File: config.mk
export PLATFORM = sky130hd
export DESIGN_NAME = dual_slot_steer
export DESIGN_NICKNAME = d
export VERILOG_FILES = /design/src/rtl/ds_pkg.sv /design/src/rtl/ds_hw_classify.sv /design/src/rtl/ds_lane_steer.sv /design/src/rtl/dual_slot_steer.sv
export SDC_FILE = /design/constraint.sdc
export NUM_CORES = 1
export LEC_CHECK = 0
export BUFFER_PORTS_ARGS = -buffer_cell sky130_fd_sc_hd__buf_2
export CAP_MARGIN = 20
export CORE_AREA = 2 2 104 106
export CTS_BUF_LIST = sky130_fd_sc_hd__clkbuf_8 sky130_fd_sc_hd__clkbuf_16
export CTS_CLUSTER_SIZE = 40
export DETAILED_ROUTE_END_ITERATION = 7
export DIE_AREA = 0 0 106 108
export GPL_TIMING_DRIVEN = 1
export PLACE_DENSITY = 0.79
export SYNTH_ARGS = -nofsm -noshare
export SYNTH_HDL_FRONTEND = slang
export SYNTH_SLANG_ARGS = --single-unit
File: constraint.sdc
create_clock -name clk -period 2.5 [get_ports clk]
set_input_delay 0.5 -clock clk [delete_from_list [all_inputs] [get_ports clk]]
set_output_delay 0.5 -clock clk [all_outputs]
set_load 0.03 [all_outputs]
File: src/rtl/ds_pkg.sv
package ds_pkg;

  typedef enum logic [1:0] {
    CLS_ARITH  = 2'b00,
    CLS_MEM    = 2'b01,
    CLS_BRANCH = 2'b10,
    CLS_RES    = 2'b11
  } ins_cls_e;

  typedef enum logic [1:0] {
    CAUSE_NONE  = 2'b00,
    CAUSE_CLASH = 2'b01,
    CAUSE_LANE  = 2'b10,
    CAUSE_ALIGN = 2'b11
  } exc_cause_e;

  localparam logic [1:0] WIDE_MARK = 2'b11;

  function automatic logic cls_needs_mem(input ins_cls_e c);
    return (c == CLS_MEM) || (c == CLS_BRANCH);
  endfunction

  function automatic logic cls_needs_res(input ins_cls_e c);
    return (c == CLS_RES);
  endfunction

endpackage

File: src/rtl/ds_hw_classify.sv
module ds_hw_classify
  import ds_pkg::*;
#(
  parameter int REG_W = 4
) (
  input  logic [15:0]      hw,
  output logic             wide,
  output ins_cls_e         cls,
  output logic             writes,
  output logic [REG_W-1:0] dst
);

  localparam int DST_BITS = (REG_W < 12) ? REG_W : 12;

  always_comb begin
    wide   = (hw[15:14] == WIDE_MARK);
    cls    = ins_cls_e'(hw[13:12]);
    writes = (cls != CLS_BRANCH);
    dst    = '0;
    dst[DST_BITS-1:0] = hw[DST_BITS-1:0];
  end

endmodule

File: src/rtl/ds_lane_steer.sv
module ds_lane_steer
  import ds_pkg::*;
#(
  parameter int REG_W = 4
) (
  input  ins_cls_e         cls_a,
  input  logic             wr_a,
  input  logic [REG_W-1:0] dst_a,
  input  ins_cls_e         cls_b,
  input  logic             wr_b,
  input  logic [REG_W-1:0] dst_b,
  output logic             a_on_res,
  output logic             lane_conflict,
  output logic             dst_clash
);

  logic nm_a, nm_b, nr_a, nr_b;

  always_comb begin
    nm_a = cls_needs_mem(cls_a);
    nm_b = cls_needs_mem(cls_b);
    nr_a = cls_needs_res(cls_a);
    nr_b = cls_needs_res(cls_b);
    // lower instruction keeps its fixed lane; arithmetic yields to partner
    a_on_res      = nr_a | (!nm_a && nm_b);
    lane_conflict = (nm_a && nm_b) || (nr_a && nr_b);
    dst_clash     = wr_a && wr_b && (dst_a == dst_b);
  end

endmodule

File: src/rtl/dual_slot_steer.sv
module dual_slot_steer
  import ds_pkg::*;
#(
  parameter int NUM_THR = 8,
  parameter int REG_W   = 4,
  parameter int PC_W    = 32,
  localparam int TID_W  = (NUM_THR > 1) ? $clog2(NUM_THR) : 1
) (
  input  logic               clk,
  input  logic               rst,
  input  logic               slot_valid,
  input  logic [TID_W-1:0]   slot_tid,
  input  logic [PC_W-1:0]    slot_pc,
  input  logic [31:0]        slot_word,
  input  logic [NUM_THR-1:0] thread_dual,
  output logic               out_vld,
  output logic               mem_vld,
  output logic [31:0]        mem_ins,
  output logic [REG_W-1:0]   mem_dst,
  output logic               mem_wr,
  output logic               res_vld,
  output logic [31:0]        res_ins,
  output logic [REG_W-1:0]   res_dst,
  output logic               res_wr,
  output logic               exc,
  output logic [1:0]         exc_cause,
  output logic [PC_W-1:0]    next_pc
);

  localparam int NHW = 2;

  logic             hw_wide [NHW];
  ins_cls_e         hw_cls  [NHW];
  logic             hw_wr   [NHW];
  logic [REG_W-1:0] hw_dst  [NHW];

  for (genvar g = 0; g < NHW; g++) begin : g_hw
    ds_hw_classify #(.REG_W(REG_W)) i_cls (
      .hw     (slot_word[16*g +: 16]),
      .wide   (hw_wide[g]),
      .cls    (hw_cls[g]),
      .writes (hw_wr[g]),
      .dst    (hw_dst[g])
    );
  end

  logic a_on_res, lane_conflict, dst_clash;

  ds_lane_steer #(.REG_W(REG_W)) i_steer (
    .cls_a         (hw_cls[0]),
    .wr_a          (hw_wr[0]),
    .dst_a         (hw_dst[0]),
    .cls_b         (hw_cls[1]),
    .wr_b          (hw_wr[1]),
    .dst_b         (hw_dst[1]),
    .a_on_res      (a_on_res),
    .lane_conflict (lane_conflict),
    .dst_clash     (dst_clash)
  );

  // next-state values
  logic             dual;
  logic             sel;
  exc_cause_e       n_cause;
  logic             n_mvld, n_rvld, n_mwr, n_rwr;
  logic [31:0]      n_mins, n_rins;
  logic [REG_W-1:0] n_mdst, n_rdst;
  logic [PC_W-1:0]  n_npc;

  always_comb begin
    dual    = thread_dual[slot_tid];
    sel     = slot_pc[1];
    n_cause = CAUSE_NONE;
    n_mvld  = 1'b0;
    n_rvld  = 1'b0;
    n_mwr   = 1'b0;
    n_rwr   = 1'b0;
    n_mins  = '0;
    n_rins  = '0;
    n_mdst  = '0;
    n_rdst  = '0;
    n_npc   = slot_pc + PC_W'(4);

    if (dual) begin
      if (slot_pc[1:0] != 2'b00) begin
        n_cause = CAUSE_ALIGN;
      end else if (hw_wide[0]) begin
        if (cls_needs_res(hw_cls[0])) begin
          n_rvld = 1'b1; n_rins = slot_word; n_rdst = hw_dst[0]; n_rwr = hw_wr[0];
        end else begin
          n_mvld = 1'b1; n_mins = slot_word; n_mdst = hw_dst[0]; n_mwr = hw_wr[0];
        end
      end else if (dst_clash) begin
        n_cause = CAUSE_CLASH;
      end else if (lane_conflict) begin
        n_cause = CAUSE_LANE;
      end else begin
        n_mvld = 1'b1;
        n_rvld = 1'b1;
        if (a_on_res) begin
          n_rins = {16'h0, slot_word[15:0]};  n_rdst = hw_dst[0]; n_rwr = hw_wr[0];
          n_mins = {16'h0, slot_word[31:16]}; n_mdst = hw_dst[1]; n_mwr = hw_wr[1];
        end else begin
          n_mins = {16'h0, slot_word[15:0]};  n_mdst = hw_dst[0]; n_mwr = hw_wr[0];
          n_rins = {16'h0, slot_word[31:16]}; n_rdst = hw_dst[1]; n_rwr = hw_wr[1];
        end
      end
    end else begin
      if (slot_pc[0] || (sel && hw_wide[1])) begin
        n_cause = CAUSE_ALIGN;
      end else if (!sel && hw_wide[0]) begin
        n_npc = slot_pc + PC_W'(4);
        if (cls_needs_res(hw_cls[0])) begin
          n_rvld = 1'b1; n_rins = slot_word; n_rdst = hw_dst[0]; n_rwr = hw_wr[0];
        end else begin
          n_mvld = 1'b1; n_mins = slot_word; n_mdst = hw_dst[0]; n_mwr = hw_wr[0];
        end
      end else begin
        n_npc = slot_pc + PC_W'(2);
        if (cls_needs_res(hw_cls[sel])) begin
          n_rvld = 1'b1; n_rins = {16'h0, slot_word[16*sel +: 16]};
          n_rdst = hw_dst[sel]; n_rwr = hw_wr[sel];
        end else begin
          n_mvld = 1'b1; n_mins = {16'h0, slot_word[16*sel +: 16]};
          n_mdst = hw_dst[sel]; n_mwr = hw_wr[sel];
        end
      end
    end

    if (n_cause != CAUSE_NONE) n_npc = slot_pc;
  end

  always_ff @(posedge clk) begin
    if (rst) begin
      out_vld   <= 1'b0;
      mem_vld   <= 1'b0;
      res_vld   <= 1'b0;
      mem_wr    <= 1'b0;
      res_wr    <= 1'b0;
      mem_ins   <= '0;
      res_ins   <= '0;
      mem_dst   <= '0;
      res_dst   <= '0;
      exc       <= 1'b0;
      exc_cause <= CAUSE_NONE;
      next_pc   <= '0;
    end else begin
      out_vld   <= slot_valid;
      mem_vld   <= slot_valid && n_mvld;
      res_vld   <= slot_valid && n_rvld;
      mem_wr    <= slot_valid && n_mwr;
      res_wr    <= slot_valid && n_rwr;
      mem_ins   <= n_mins;
      res_ins   <= n_rins;
      mem_dst   <= n_mdst;
      res_dst   <= n_rdst;
      exc       <= slot_valid && (n_cause != CAUSE_NONE);
      exc_cause <= slot_valid ? n_cause : CAUSE_NONE;
      next_pc   <= n_npc;
    end
  end

  // an exception aborts both lanes
  p_exc_no_issue_r8: assert property (@(posedge clk) disable iff (rst)
    exc |-> (!mem_vld && !res_vld));

  // the faulting slot is re-executed
  p_exc_pc_hold_r8: assert property (@(posedge clk) disable iff (rst)
    slot_valid && thread_dual[slot_tid] && (slot_pc[1:0] != 2'b00)
      |=> exc && (next_pc == $past(slot_pc)));

  // two issued writers never share a destination
  p_dst_disjoint_r5: assert property (@(posedge clk) disable iff (rst)
    (mem_vld && res_vld && mem_wr && res_wr) |-> (mem_dst != res_dst));

  // an empty cycle produces nothing
  p_idle_quiet_r11: assert property (@(posedge clk) disable iff (rst)
    !slot_valid |=> (!out_vld && !mem_vld && !res_vld && !exc));

  // a clean dual-mode slot advances by one whole slot
  p_slot_step_r3: assert property (@(posedge clk) disable iff (rst)
    slot_valid && thread_dual[slot_tid] |=> exc || (next_pc == $past(slot_pc) + PC_W'(4)));

endmodule

==> parameters.txt, run 1 <==
Parameter                              Value

CTS
  Clock root buffer master ... sky130_fd_sc_hd__clkbuf_8
  Maximum clock path buffer count ... 2
  Number of hold buffers added after CTS ... 0
  Num CTS Buffers ... 9
  Clock tree from TritonCTS ... done
  Number of H-tree levels ... 3
  Number of setup buffers added after CTS ... 0
  Clock sink count ... 104
  CTS clk-pin slew, worst paths ... approximately 0.11 ns
  Count of instances resized after the clock tree is built ... 0

Drt
  Initial DRC Count ... slightly below 300
  Via-per-instance ratio ... 5.813
  Wirelength per Cell ... 16.65 um
  Total via count in the routed design ... 5179
  Router iterations before antenna repair ... 5
  Remaining routing DRC violations ... 0
  Antenna-violating nets left ... 0
  Final wirelength ... 14.84 mm

STA
  Max-slew headroom at the worst pin ... 27.63%
  Unrepaired setup endpoints after global routing ... false
  Final Hold Fails ... 0
  Final critical-path required period ... 2.287 ns
  Slew @ Worst Pin ... 1.086 ns
  Count of final max-slew check failures ... 0
  Peak clock frequency supported by timing ... 437.2 MHz
  Final setup violation count ... 0
  Least setup slack across all paths after layout ... 0.2127 ns
  Portion of the clock cycle consumed by the worst path in the final layout ... between 90% and 100%

Yosys
  Most frequently used flop master after synthesis ... sky130_fd_sc_hd__dfxtp_1
  Post-synthesis mux area share ... 2.588%
  Synth Area per Inst ... 8.984 sq um
  Cells after Synth ... 549
  Share of synthesized flip-flops with an asynchronous set or reset ... 0%
  Share of the synthesized area in compound gates (AO/OA/AOI/OAI) ... 25.29%
  Number of different library cells in the post-synthesis netlist ... 55
  Post-synthesis share of cell area spent on xor and xnor gates ... 0.7103%
  Register bit total from synthesis ... 104
  Post-synth EDFFs ... 0
  Simple-Gate Fraction of Synth Area ... 21.84%
  Number of synthesis warnings ... 0
  Syn nets ... 636
  Sequential share of the synthesized area ... 42.21%
  Dominant combinational cell family by area after synthesis ... compound AO/OA/AOI/OAI gates
  Area of the mapped netlist ... 4932 sq um
  Adder and majority gate portion of the synthesized area ... 2.283%

Critical path
  Setup crit start ... slot_word[13]
  Worst Setup Start Kind ... input port
  Cell with the largest stage delay on the worst path ... sky130_fd_sc_hd__nor2b_1
  Highest cell delay on the worst timing path ... 0.80 ns
  Crit path kind ... input port to flop
  Required time of the critical path ... approximately 2.8 ns
  Dominant delay contributor by cell family on the critical path ... simple AND/OR/NAND/NOR gates
  Top fanout value on the critical path ... 12
  Worst Setup End Kind ... flop
  Bufs and invs on worst path ... 2
  Cell Chain, Critical Path ... buf_2, ha_1, buf_4, and3_1, a31oi_1, nor2b_1, a22oi_1, nor2_1, a221o_1
  Worst Path Arrival ... 2.62 ns

Global routing
  Via count of the first global-routing pass ... 4770
  Total grt overflow ... 0
  Number of antenna violations at the first check in global routing ... 0
  Largest net degree at the start of global routing ... 29
  First-pass GRT wire length ... 23.09 mm
  GRT Util Overall ... between 20% and 30%

Placement
  Port buffer count ... 189
  Routability Congestion ... 0.9420
  Worst setup slack after placement ... -0.1369 ns
  HPWL reported at the end of detailed placement ... 10.92 mm
  Number of cells in the design after placement ... ~880

Pwr
  Register share of total power ... 48.7%
  Combinational group share of total power ... 21.9%
  Pwr Density ... 554.5 nW/um^2
  Internal Power ... roughly 2400 uW
  Fraction of power spent switching nets ... 32.63%
  Switching component of the power ... 1161 uW
  Clock share of power ... 29.3%
  Worst IR drop on VDD ... 0.2642 mV
  Leakage power total ... 0.002935 uW

Worst hold path
  Hold path startpoint ... slot_pc[0]
  Worst min-delay path class ... input port to flop

Floorplan
  Initial Utilization ... between 40% and 50%
  Row count ... 37
  Full die area ... 11450 sq um
  I/O pins ... 190
  Horizontal die dimension ... 106 um
  Core Region ... between 10000 and 15000 sq um
  Vertical extent of the die ... 108 um

Final layout
  Filler-free cell count of the finished design ... 891
  Final layout net count ... 837
  Share of final-layout standard cells stronger than drive strength 1 ... between 30 and 40%
  Synth-to-Final Area Change ... 30.06%
  Leading cell type in the layout, fill and taps excluded ... sky130_fd_sc_hd__buf_2
  Most frequent cells in the layout ... 189 x sky130_fd_sc_hd__buf_2, 104 x sky130_fd_sc_hd__dfxtp_1, 48 x sky130_fd_sc_hd__nor2_1, 44 x sky130_fd_sc_hd__a21oi_1, 39 x sky130_fd_sc_hd__buf_4
  Ant diodes ... 0

Run status
  Result of the run ... finished clean

Run
  Maximum capacitance violations ... 0
cell type report:
cell class              instances  area [sq um]
clock inverters                 7         76.32
repair buffers                232          1319
fillers                       912          3816
inverters                       7         26.28
well taps                     136         170.2
multi-input cells             396          2618
clock buffers                   9         123.9
flip-flops and latches        104          2082
state kept, by name, indices dropped and copies added (netlist names):
register	flops
mem_ins	32
next_pc	32
res_ins	32
exc_cause	2
exc	1
mem_vld	1
mem_wr	1
out_vld	1
res_vld	1
res_wr	1
path summary, 6_finish.rpt:
| check | slack, ns | end | depth (start not counted) |
|---|---|---|---|
| max | 0.21 | mem_ins[5]$_SDFF_PP0_ | 9 |
| min | 0.38 | next_pc[0]$_SDFF_PP0_ | 2 |
cells by family (layout without fill, tap and decap cells):
family	count (synthesis)	in the layout
buffers and inverters	49	255
adders and majority gates	9	9
xor gates and xnor gates	4	4
muxes	12	12
AOI/OAI and AO/OA	172	172
DFF	104	104
and+or+nand+nor	199	199
through the flow:
| stage | hold WS [ns] | total power [uW] | utilization (%) | TNS (ns) | instance area (sq um) |
|---|---|---|---|---|---|
| 2_1_floorplan | 0.6217 | 2231 | - | 0 | 4932 |
| 3_3_place_gp | 0.7698 | 2522 | 60.74 | -0.7715 | 6215 |
| 3_5_place_dp | 0.7748 | 2540 | 60.74 | -3.535 | 6215 |
| 4_1_cts | 0.3733 | 3573 | 62.70 | 0 | 6415 |
| 5_1_grt | 0.3751 | 3705 | 62.70 | 0 | 6415 |
| 6_report | 0.3848 | 3557 | 62.70 | 0 | 6415 |
routing by layer:
| metal | share of wire (%) | global-route usage (%) | wire (um) |
|---|---|---|---|
| met5 | 0 | 0 | 0 |
| met4 | 2.1 | 9.868 | 311 |
| met3 | 8.2 | 4.521 | 1210 |
| met2 | 48 | 42.63 | 7194 |
| met1 | 41 | 32.35 | 6123 |
cell usage after synthesis, types with 12 or more instances:
master                       n  share of area (%)
sky130_fd_sc_hd__or4_1      16                2.4
sky130_fd_sc_hd__a21oi_1    44                4.5
sky130_fd_sc_hd__dfxtp_1   104                 42
sky130_fd_sc_hd__clkbuf_1   16                1.2
sky130_fd_sc_hd__nand3_1    19                1.9
sky130_fd_sc_hd__o31ai_1    16                2.4
sky130_fd_sc_hd__or3_1      12                1.5
sky130_fd_sc_hd__nor2_1     48                3.7
sky130_fd_sc_hd__o21ai_0    29                2.9
sky130_fd_sc_hd__and2_1     36                4.6
sky130_fd_sc_hd__a221o_1    24                4.9
sky130_fd_sc_hd__a22oi_1    29                4.4
sky130_fd_sc_hd__nand2_1    25                1.9
power groups by stage:
stage | registers, uW | clock network [uW] | logic [uW]
4_1_cts | 1730 | 1070 | 773
3_5_place_dp | 1770 | 0 | 768
5_1_grt | 1740 | 1120 | 842
3_3_place_gp | 1770 | 0 | 751
6_report | 1730 | 1040 | 781
2_1_floorplan | 1890 | 0 | 337
No activity file was read; power rests on OpenSTA's default activity.
==> run 2, diff against run 1 <==
--- a/config.mk
+++ b/config.mk
@@ -7,13 +7,15 @@
 export LEC_CHECK = 0
 export BUFFER_PORTS_ARGS = -buffer_cell sky130_fd_sc_hd__buf_2
 export CAP_MARGIN = 20
-export CORE_AREA = 2 2 104 106
+export CELL_PAD_IN_SITES_DETAIL_PLACEMENT = 0
+export CELL_PAD_IN_SITES_GLOBAL_PLACEMENT = 1
+export CORE_AREA = 2 2 121 123
 export CTS_BUF_LIST = sky130_fd_sc_hd__clkbuf_8 sky130_fd_sc_hd__clkbuf_16
 export CTS_CLUSTER_SIZE = 40
 export DETAILED_ROUTE_END_ITERATION = 7
-export DIE_AREA = 0 0 106 108
+export DIE_AREA = 0 0 123 125
 export GPL_TIMING_DRIVEN = 1
-export PLACE_DENSITY = 0.79
+export PLACE_DENSITY_LB_ADDON = 0.1
 export SYNTH_ARGS = -nofsm -noshare
 export SYNTH_HDL_FRONTEND = slang
 export SYNTH_SLANG_ARGS = --single-unit
==> run 2 against run 1 <==
  * Core utilization shrank 16 points
  * Power grew 11%
  * First-iteration DRC count grew 34%
  * Critical path depth shrank 1
  * Hold slack gained 0.037 ns
  * Critical path type unchanged
==> parameters.txt, run 2 (synthesis results as in run 1) <==
Parameter                              Value

Run status
  Result of the run ... finished clean

Global routing
  Number of antenna violations at the first check in global routing ... 0 (unchanged)
  Met2 track demand over resource ... 31.04% (-12 points)
  Met3 Resource Use GR ... 3.376% (-1.1 points)
  Met1 GRT Util ... 28.11% (-4.2 points)
  Busiest layer in global routing ... met2
  Total grt overflow ... 0 (unchanged)
  First-pass GRT wire length ... 24.25 mm (+5.0%)
  Largest net degree at the start of global routing ... 30 (+3.4%)
  Via count of the first global-routing pass ... 4587 (-3.8%)
  GRT Util Overall ... 19.99% (-5.3 points)

Final layout
  Fill cell count ... 1439 (+58%)
  Ant diodes ... 0 (unchanged)
  Footprint of the flip-flops and latches ... 2082 sq um (unchanged)
  Largest registers ... mem_ins x32, next_pc x32, res_ins x32
  Most frequent cells in the layout ... 189 x sky130_fd_sc_hd__buf_2, 104 x sky130_fd_sc_hd__dfxtp_1, 48 x sky130_fd_sc_hd__nor2_1, 44 x sky130_fd_sc_hd__a21oi_1, 42 x sky130_fd_sc_hd__buf_4
  Synth-to-Final Area Change ... 33.69%
  Leading cell type in the layout, fill and taps excluded ... sky130_fd_sc_hd__buf_2
  Combined area of the multi-input logic cells ... 2623 sq um (+0.19%)
  Final layout net count ... 840 (+0.36%)
  Share of final-layout standard cells stronger than drive strength 1 ... 35.49% (+0.12 points)
  Post-layout instance area ... 6594 sq um (+2.8%)
  Filler-free cell count of the finished design ... 942 (+5.7%)

Placement
  Port buffer count ... 189 (unchanged)
  Worst setup slack after placement ... -0.1493 ns (-0.01240 ns)
  Number of cells in the design after placement ... 925 (+5.7%)
  HPWL reported at the end of detailed placement ... 11.35 mm (+3.9%)
  Standard cell area after detailed placement ... 6282 sq um (+1.1%)
  Routability Congestion ... 0.8950 (-5.0%)

STA
  Final Hold Fails ... 0 (unchanged)
  Count of final max-slew check failures ... 0 (unchanged)
  Final setup violation count ... 0 (unchanged)
  Unrepaired setup endpoints after global routing ... false
  Max-slew headroom at the worst pin ... 33.92% (+6.3 points)
  Slew @ Worst Pin ... 0.9891 ns (-0.09648 ns)
  Portion of the clock cycle consumed by the worst path in the final layout ... 91.12% (-0.37 points)
  Least setup slack across all paths after layout ... 0.2220 ns (+0.009317 ns)
  Peak clock frequency supported by timing ... 439.0 MHz (+0.41%)
  Final critical-path required period ... 2.278 ns (-0.009317 ns)
  Setup TNS ... 0 ns (unchanged)

Drt
  Total via count in the routed design ... 4975 (-3.9%)
  Router iterations before antenna repair ... 6 (+1)
  Remaining routing DRC violations ... 0 (unchanged)
  Via-per-instance ratio ... 5.281 (-9.1%)
  Wirelength per Cell ... 16.59 um (-0.37%)
  Initial DRC Count ... 398 (+34%)
  Final wirelength ... 15.63 mm (+5.3%)
  Antenna-violating nets left ... 0 (unchanged)

Critical path
  Path length in cells of the critical path ... 8 (-1)
  Highest cell delay on the worst timing path ... 0.82 ns (+0.02 ns)
  Worst Setup Start Kind ... input port
  Required time of the critical path ... 2.79 ns (-0.04 ns)
  Termination of the worst setup path ... mem_ins[8]$_SDFF_PP0_
  Bufs and invs on worst path ... 1 (-1)
  Crit path kind ... input port to flop
  Dominant delay contributor by cell family on the critical path ... simple AND/OR/NAND/NOR gates
  Setup crit start ... slot_word[12]
  Worst Setup End Kind ... flop
  Cell Chain, Critical Path ... buf_2, ha_1, and3_1, a31oi_1, nor2b_1, a22oi_1, nor2_1, a221o_1
  Top fanout value on the critical path ... 12 (unchanged)
  Cell with the largest stage delay on the worst path ... sky130_fd_sc_hd__nor2b_1
  Worst Path Arrival ... 2.57 ns (-0.05 ns)

Floorplan
  Initial Utilization ... 34.73% (-13 points)
  Row count ... 44 (+19%)
  Core Region ... 14200 sq um (+39%)
  Full die area ... 15380 sq um (+34%)
  Vertical extent of the die ... 125 um (+16%)
  Horizontal die dimension ... 123 um (+16%)
  I/O pins ... 190 (unchanged)

CTS
  Number of setup buffers added after CTS ... 0 (unchanged)
  Number of hold buffers added after CTS ... 0 (unchanged)
  CTS clk-pin slew, worst paths ... 0.07 ns (-0.04 ns)
  Clock tree from TritonCTS ... done
  Maximum clock path buffer count ... 2 (unchanged)
  Clock sink count ... 104 (unchanged)
  Num CTS Buffers ... 9 (unchanged)
  Number of H-tree levels ... 3 (unchanged)
  Clock root buffer master ... sky130_fd_sc_hd__clkbuf_16
  Count of instances resized after the clock tree is built ... 0 (unchanged)

Worst hold path
  Worst min-delay path class ... input port to flop

Pwr
  Switching component of the power ... 1151 uW (-0.82%)
  Pwr Density ... 600.6 nW/um^2 (+8.3%)
  Worst IR drop on VDD ... 0.3359 mV (+27%)
  Leakage power total ... 0.003002 uW (+2.3%)
  Internal Power ... 2809 uW (+17%)
  Combinational group share of total power ... 20.0% (-1.9 points)
  Clock share of power ... 36.2% (+6.9 points)
  Fraction of power spent switching nets ... 29.07% (-3.6 points)
  Register share of total power ... 43.8% (-4.9 points)

Run
  Maximum capacitance violations ... 0 (unchanged)
[run 2: changes by cell type in the layout (fill, tap and decap cells not counted), sizes merged]
cell / delta
buf: +3
clkinv: -2
bufinv: +1
clkbuf: +1
clkinvlp: +1
inv: -1
[run 2: worst min path at each step]
| stage | from | end | slack, ns | depth (start not counted) |
|---|---|---|---|---|
| final | slot_word[4] | res_ins[4]$_SDFF_PP0_ | 0.42 | 2 |
| after floorplan | slot_word[16] | mem_ins[16]$_SDFF_PP0_ | 0.62 | 1 |
| after global routing | slot_word[4] | res_ins[4]$_SDFF_PP0_ | 0.42 | 2 |
| after detailed placement | slot_word[4] | res_ins[4]$_SDFF_PP0_ | 0.77 | 2 |
| after global placement | slot_word[28] | res_ins[28]$_SDFF_PP0_ | 0.77 | 2 |
| after CTS | slot_word[4] | res_ins[4]$_SDFF_PP0_ | 0.40 | 2 |
[run 2: stage by stage]
stage	hold WS, ns	util [%]	total power (uW)
2_1_floorplan	0.6217	-	2231
3_3_place_gp	0.7731	44.23	2552
3_5_place_dp	0.7723	44.23	2557
4_1_cts	0.4046	46.34	4003
5_1_grt	0.4222	46.42	4137
6_report	0.4220	46.42	3960
[run 2: layout make-up]
cell class | count | area share (%)
flip-flops and latches | 104 | 31.58
well taps | 184 | 3.491
repair buffers | 235 | 20.21
clock inverters | 6 | 0.9298
inverters | 7 | 0.3985
multi-input cells | 396 | 39.77
clock buffers | 10 | 3.624
[run 2: power groups by stage]
stage	logic [uW]	clock network (uW)	registers (uW)
after CTS	790	1480	1730
after detailed placement	786	0	1770
after floorplan	337	0	1890
after global placement	780	0	1770
after global routing	858	1540	1740
final	792	1430	1730
[run 2: metal layers]
layer  wire length [um]  part of all wire (%)  up-vias
li1                   -                     -     2454
met1               7202                    46     2327
met2               7210                    46      178
met3                994                   6.4       16
met4                222                   1.4        0
met5                  0                     0        -
==> run 3, diff against run 2 <==
--- a/config.mk
+++ b/config.mk
@@ -5,7 +5,7 @@
 export SDC_FILE = /design/constraint.sdc
 export NUM_CORES = 1
 export LEC_CHECK = 0
-export BUFFER_PORTS_ARGS = -buffer_cell sky130_fd_sc_hd__buf_2
+export BUFFER_PORTS_ARGS = -buffer_cell sky130_fd_sc_hd__clkbuf_2
 export CAP_MARGIN = 20
 export CELL_PAD_IN_SITES_DETAIL_PLACEMENT = 0
 export CELL_PAD_IN_SITES_GLOBAL_PLACEMENT = 1
==> run 3 against run 2 <==
  * Critical path depth increased by 1
  * Die area did not move
  * Power fell by 0.69%
  * Final cell count up 0.64%
  * Highest routed layer unchanged
  * First-iteration DRC count shrank 13%
  * Design area rose by 0.76%
  * Combinational power is 0.9% higher
==> parameters.txt, run 3 (synthesis results as in run 1) <==
Parameter                              Value

STA
  Slew @ Worst Pin ... 0.9507 ns (-0.03839 ns)
  Worst Hold Margin ... 0.3947 ns (-0.02732 ns)
  Portion of the clock cycle consumed by the worst path in the final layout ... 92.19% (+1.1 points)
  Final Hold Fails ... 0 (unchanged)
  Unrepaired setup endpoints after global routing ... false
  Final setup violation count ... 0 (unchanged)
  Count of final max-slew check failures ... 0 (unchanged)
  Final critical-path required period ... 2.305 ns (+0.02680 ns)
  Setup TNS ... 0 ns (unchanged)
  Peak clock frequency supported by timing ... 433.9 MHz (-1.2%)
  Max-slew headroom at the worst pin ... 36.34% (+2.4 points)

CTS
  CTS clk-pin slew, worst paths ... 0.08 ns (about the same)
  Clock tree from TritonCTS ... done
  Number of hold buffers added after CTS ... 0 (unchanged)
  Clock root buffer master ... sky130_fd_sc_hd__clkbuf_16
  Number of setup buffers added after CTS ... 0 (unchanged)
  Number of H-tree levels ... 3 (unchanged)
  Maximum clock path buffer count ... 2 (unchanged)
  Num CTS Buffers ... 9 (unchanged)
  Clock sink count ... 104 (unchanged)

Run status
  Result of the run ... finished clean

Global routing
  Largest net degree at the start of global routing ... 30 (unchanged)
  Met3 Resource Use GR ... 4.151% (+0.78 points)
  Met2 track demand over resource ... 31.59% (+0.55 points)
  First-pass GRT wire length ... 24.65 mm (+1.6%)
  Busiest layer in global routing ... met2
  Met1 GRT Util ... 28.19% (+0.077 points)
  Via count of the first global-routing pass ... 4713 (+2.7%)
  Total grt overflow ... 0 (unchanged)
  Number of antenna violations at the first check in global routing ... 0 (unchanged)
  GRT Util Overall ... 20.23% (+0.24 points)

Final layout
  Final layout net count ... 846 (+0.71%)
  Leading cell type in the layout, fill and taps excluded ... sky130_fd_sc_hd__clkbuf_2
  Footprint of the flip-flops and latches ... 2082 sq um (unchanged)
  Post-layout utilization of the core ... 46.78% (+0.35 points)
  Most frequent cells in the layout ... 189 x sky130_fd_sc_hd__clkbuf_2, 104 x sky130_fd_sc_hd__dfxtp_1, 48 x sky130_fd_sc_hd__nor2_1, 47 x sky130_fd_sc_hd__buf_4, 44 x sky130_fd_sc_hd__a21oi_1
  Largest registers ... mem_ins x32, next_pc x32, res_ins x32
  Post-layout instance area ... 6644 sq um (+0.76%)
  Filler-free cell count of the finished design ... 948 (+0.64%)
  Fill cell count ... 1445 (+0.42%)
  Synth-to-Final Area Change ... 34.70%
  Combined area of the multi-input logic cells ... 2625 sq um (about the same)
  Share of final-layout standard cells stronger than drive strength 1 ... 36.39% (+0.90 points)
  Ant diodes ... 0 (unchanged)

Pwr
  Combinational group share of total power ... 20.3% (+0.3 points)
  Fraction of power spent switching nets ... 30.59% (+1.5 points)
  Clock share of power ... 35.6% (-0.6 points)
  Worst IR drop on VDD ... 0.2856 mV (-15%)
  Internal Power ... 2730 uW (-2.8%)
  Switching component of the power ... 1203 uW (+4.5%)
  Register share of total power ... 44.1% (+0.3 points)
  Leakage power total ... 0.002957 uW (-1.5%)
  Pwr Density ... 592.0 nW/um^2 (-1.4%)

Floorplan
  Vertical extent of the die ... 125 um (unchanged)
  Row count ... 44 (unchanged)
  Horizontal die dimension ... 123 um (unchanged)
  Core Region ... 14200 sq um (unchanged)
  I/O pins ... 190 (unchanged)
  Initial Utilization ... 34.73% (unchanged)
  Full die area ... 15380 sq um (unchanged)

Worst hold path
  Worst min-delay path class ... input port to flop

Critical path
  Top fanout value on the critical path ... 12 (unchanged)
  Crit path kind ... input port to flop
  Required time of the critical path ... 2.80 ns (about the same)
  Worst Setup End Kind ... flop
  Worst Setup Start Kind ... input port
  Worst Path Arrival ... 2.60 ns (+0.03 ns)

Placement
  HPWL reported at the end of detailed placement ... 11.57 mm (+1.9%)
  Port buffer count ... 189 (unchanged)
  Routability Congestion ... 0.8934 (-0.18%)
  Standard cell area after detailed placement ... 6340 sq um (+0.92%)
  Number of cells in the design after placement ... 931 (+0.65%)

Drt
  Total via count in the routed design ... 5029 (+1.1%)
  Router iterations before antenna repair ... 5 (-1)
  Final wirelength ... 15.73 mm (+0.65%)
  Wirelength per Cell ... 16.59 um (about the same)
  Initial DRC Count ... 347 (-13%)
  Remaining routing DRC violations ... 0 (unchanged)
  Via-per-instance ratio ... 5.305 (+0.45%)
  Antenna-violating nets left ... 0 (unchanged)

Run
  Maximum capacitance violations ... 0 (unchanged)
-- run 3: changes by cell type in the layout (fill, tap and decap cells not counted), sizes merged --
cell	delta
clkbuf	+189
bufinv	-1
buf	-183
clkinvlp	+1
-- run 3: critical path: stages --
cell and delay (ns):
sky130_fd_sc_hd__clkbuf_2 0.10, sky130_fd_sc_hd__inv_1 0.07, sky130_fd_sc_hd__ha_1 0.29, sky130_fd_sc_hd__o21ai_0 0.11, sky130_fd_sc_hd__buf_4 0.17, sky130_fd_sc_hd__a21oi_2 0.12
sky130_fd_sc_hd__a31o_2 0.19, sky130_fd_sc_hd__nor3b_2 0.77, sky130_fd_sc_hd__a221o_1 0.28
-- run 3: power by group through the flow --
stage | sequential (uW) | clock (uW) | combinational (uW)
floorplan | 1890 | 0 | 337
global placement | 1770 | 0 | 788
detailed placement | 1770 | 0 | 794
CTS | 1740 | 1430 | 798
global route | 1740 | 1510 | 868
finish | 1740 | 1400 | 799
-- run 3: layout make-up --
class / instances / share of cell area (%)
tap: 184 / 3.465
inverter: 7 / 0.3955
clock buffer: 10 / 3.597
timing repair buffer: 241 / 20.92
multi-input combinational: 396 / 39.51
sequential: 104 / 31.34
clock inverter: 6 / 0.7721
-- run 3: through the flow --
stage | power [uW] | setup WS (ns)
2_1_floorplan | 2231 | 0.1262
4_1_cts | 3967 | 0.1778
3_5_place_dp | 2569 | -0.1851
3_3_place_gp | 2562 | -0.1271
6_report | 3933 | 0.1952
5_1_grt | 4121 | 0.09343
-- run 3: layer usage --
metal  vias up  wire length, um
met4         0              231
met1      2376             7480
met3        16              904
met5         -                0
li1       2467                -
met2       170             7115
-- run 3: path summary, 6_finish.rpt --
check,startpoint,to,slack (ns),cells past startpoint
max,slot_word[12],mem_ins[1]$_SDFF_PP0_,0.20,9
min,slot_pc[31],next_pc[31]$_SDFF_PP0_,0.39,3
-- run 3: what timing repair did --
action                                 CTS  global route
setup endpoints to repair                0             7
gates resized for setup                  0             1
endpoints found under the hold margin    0             0
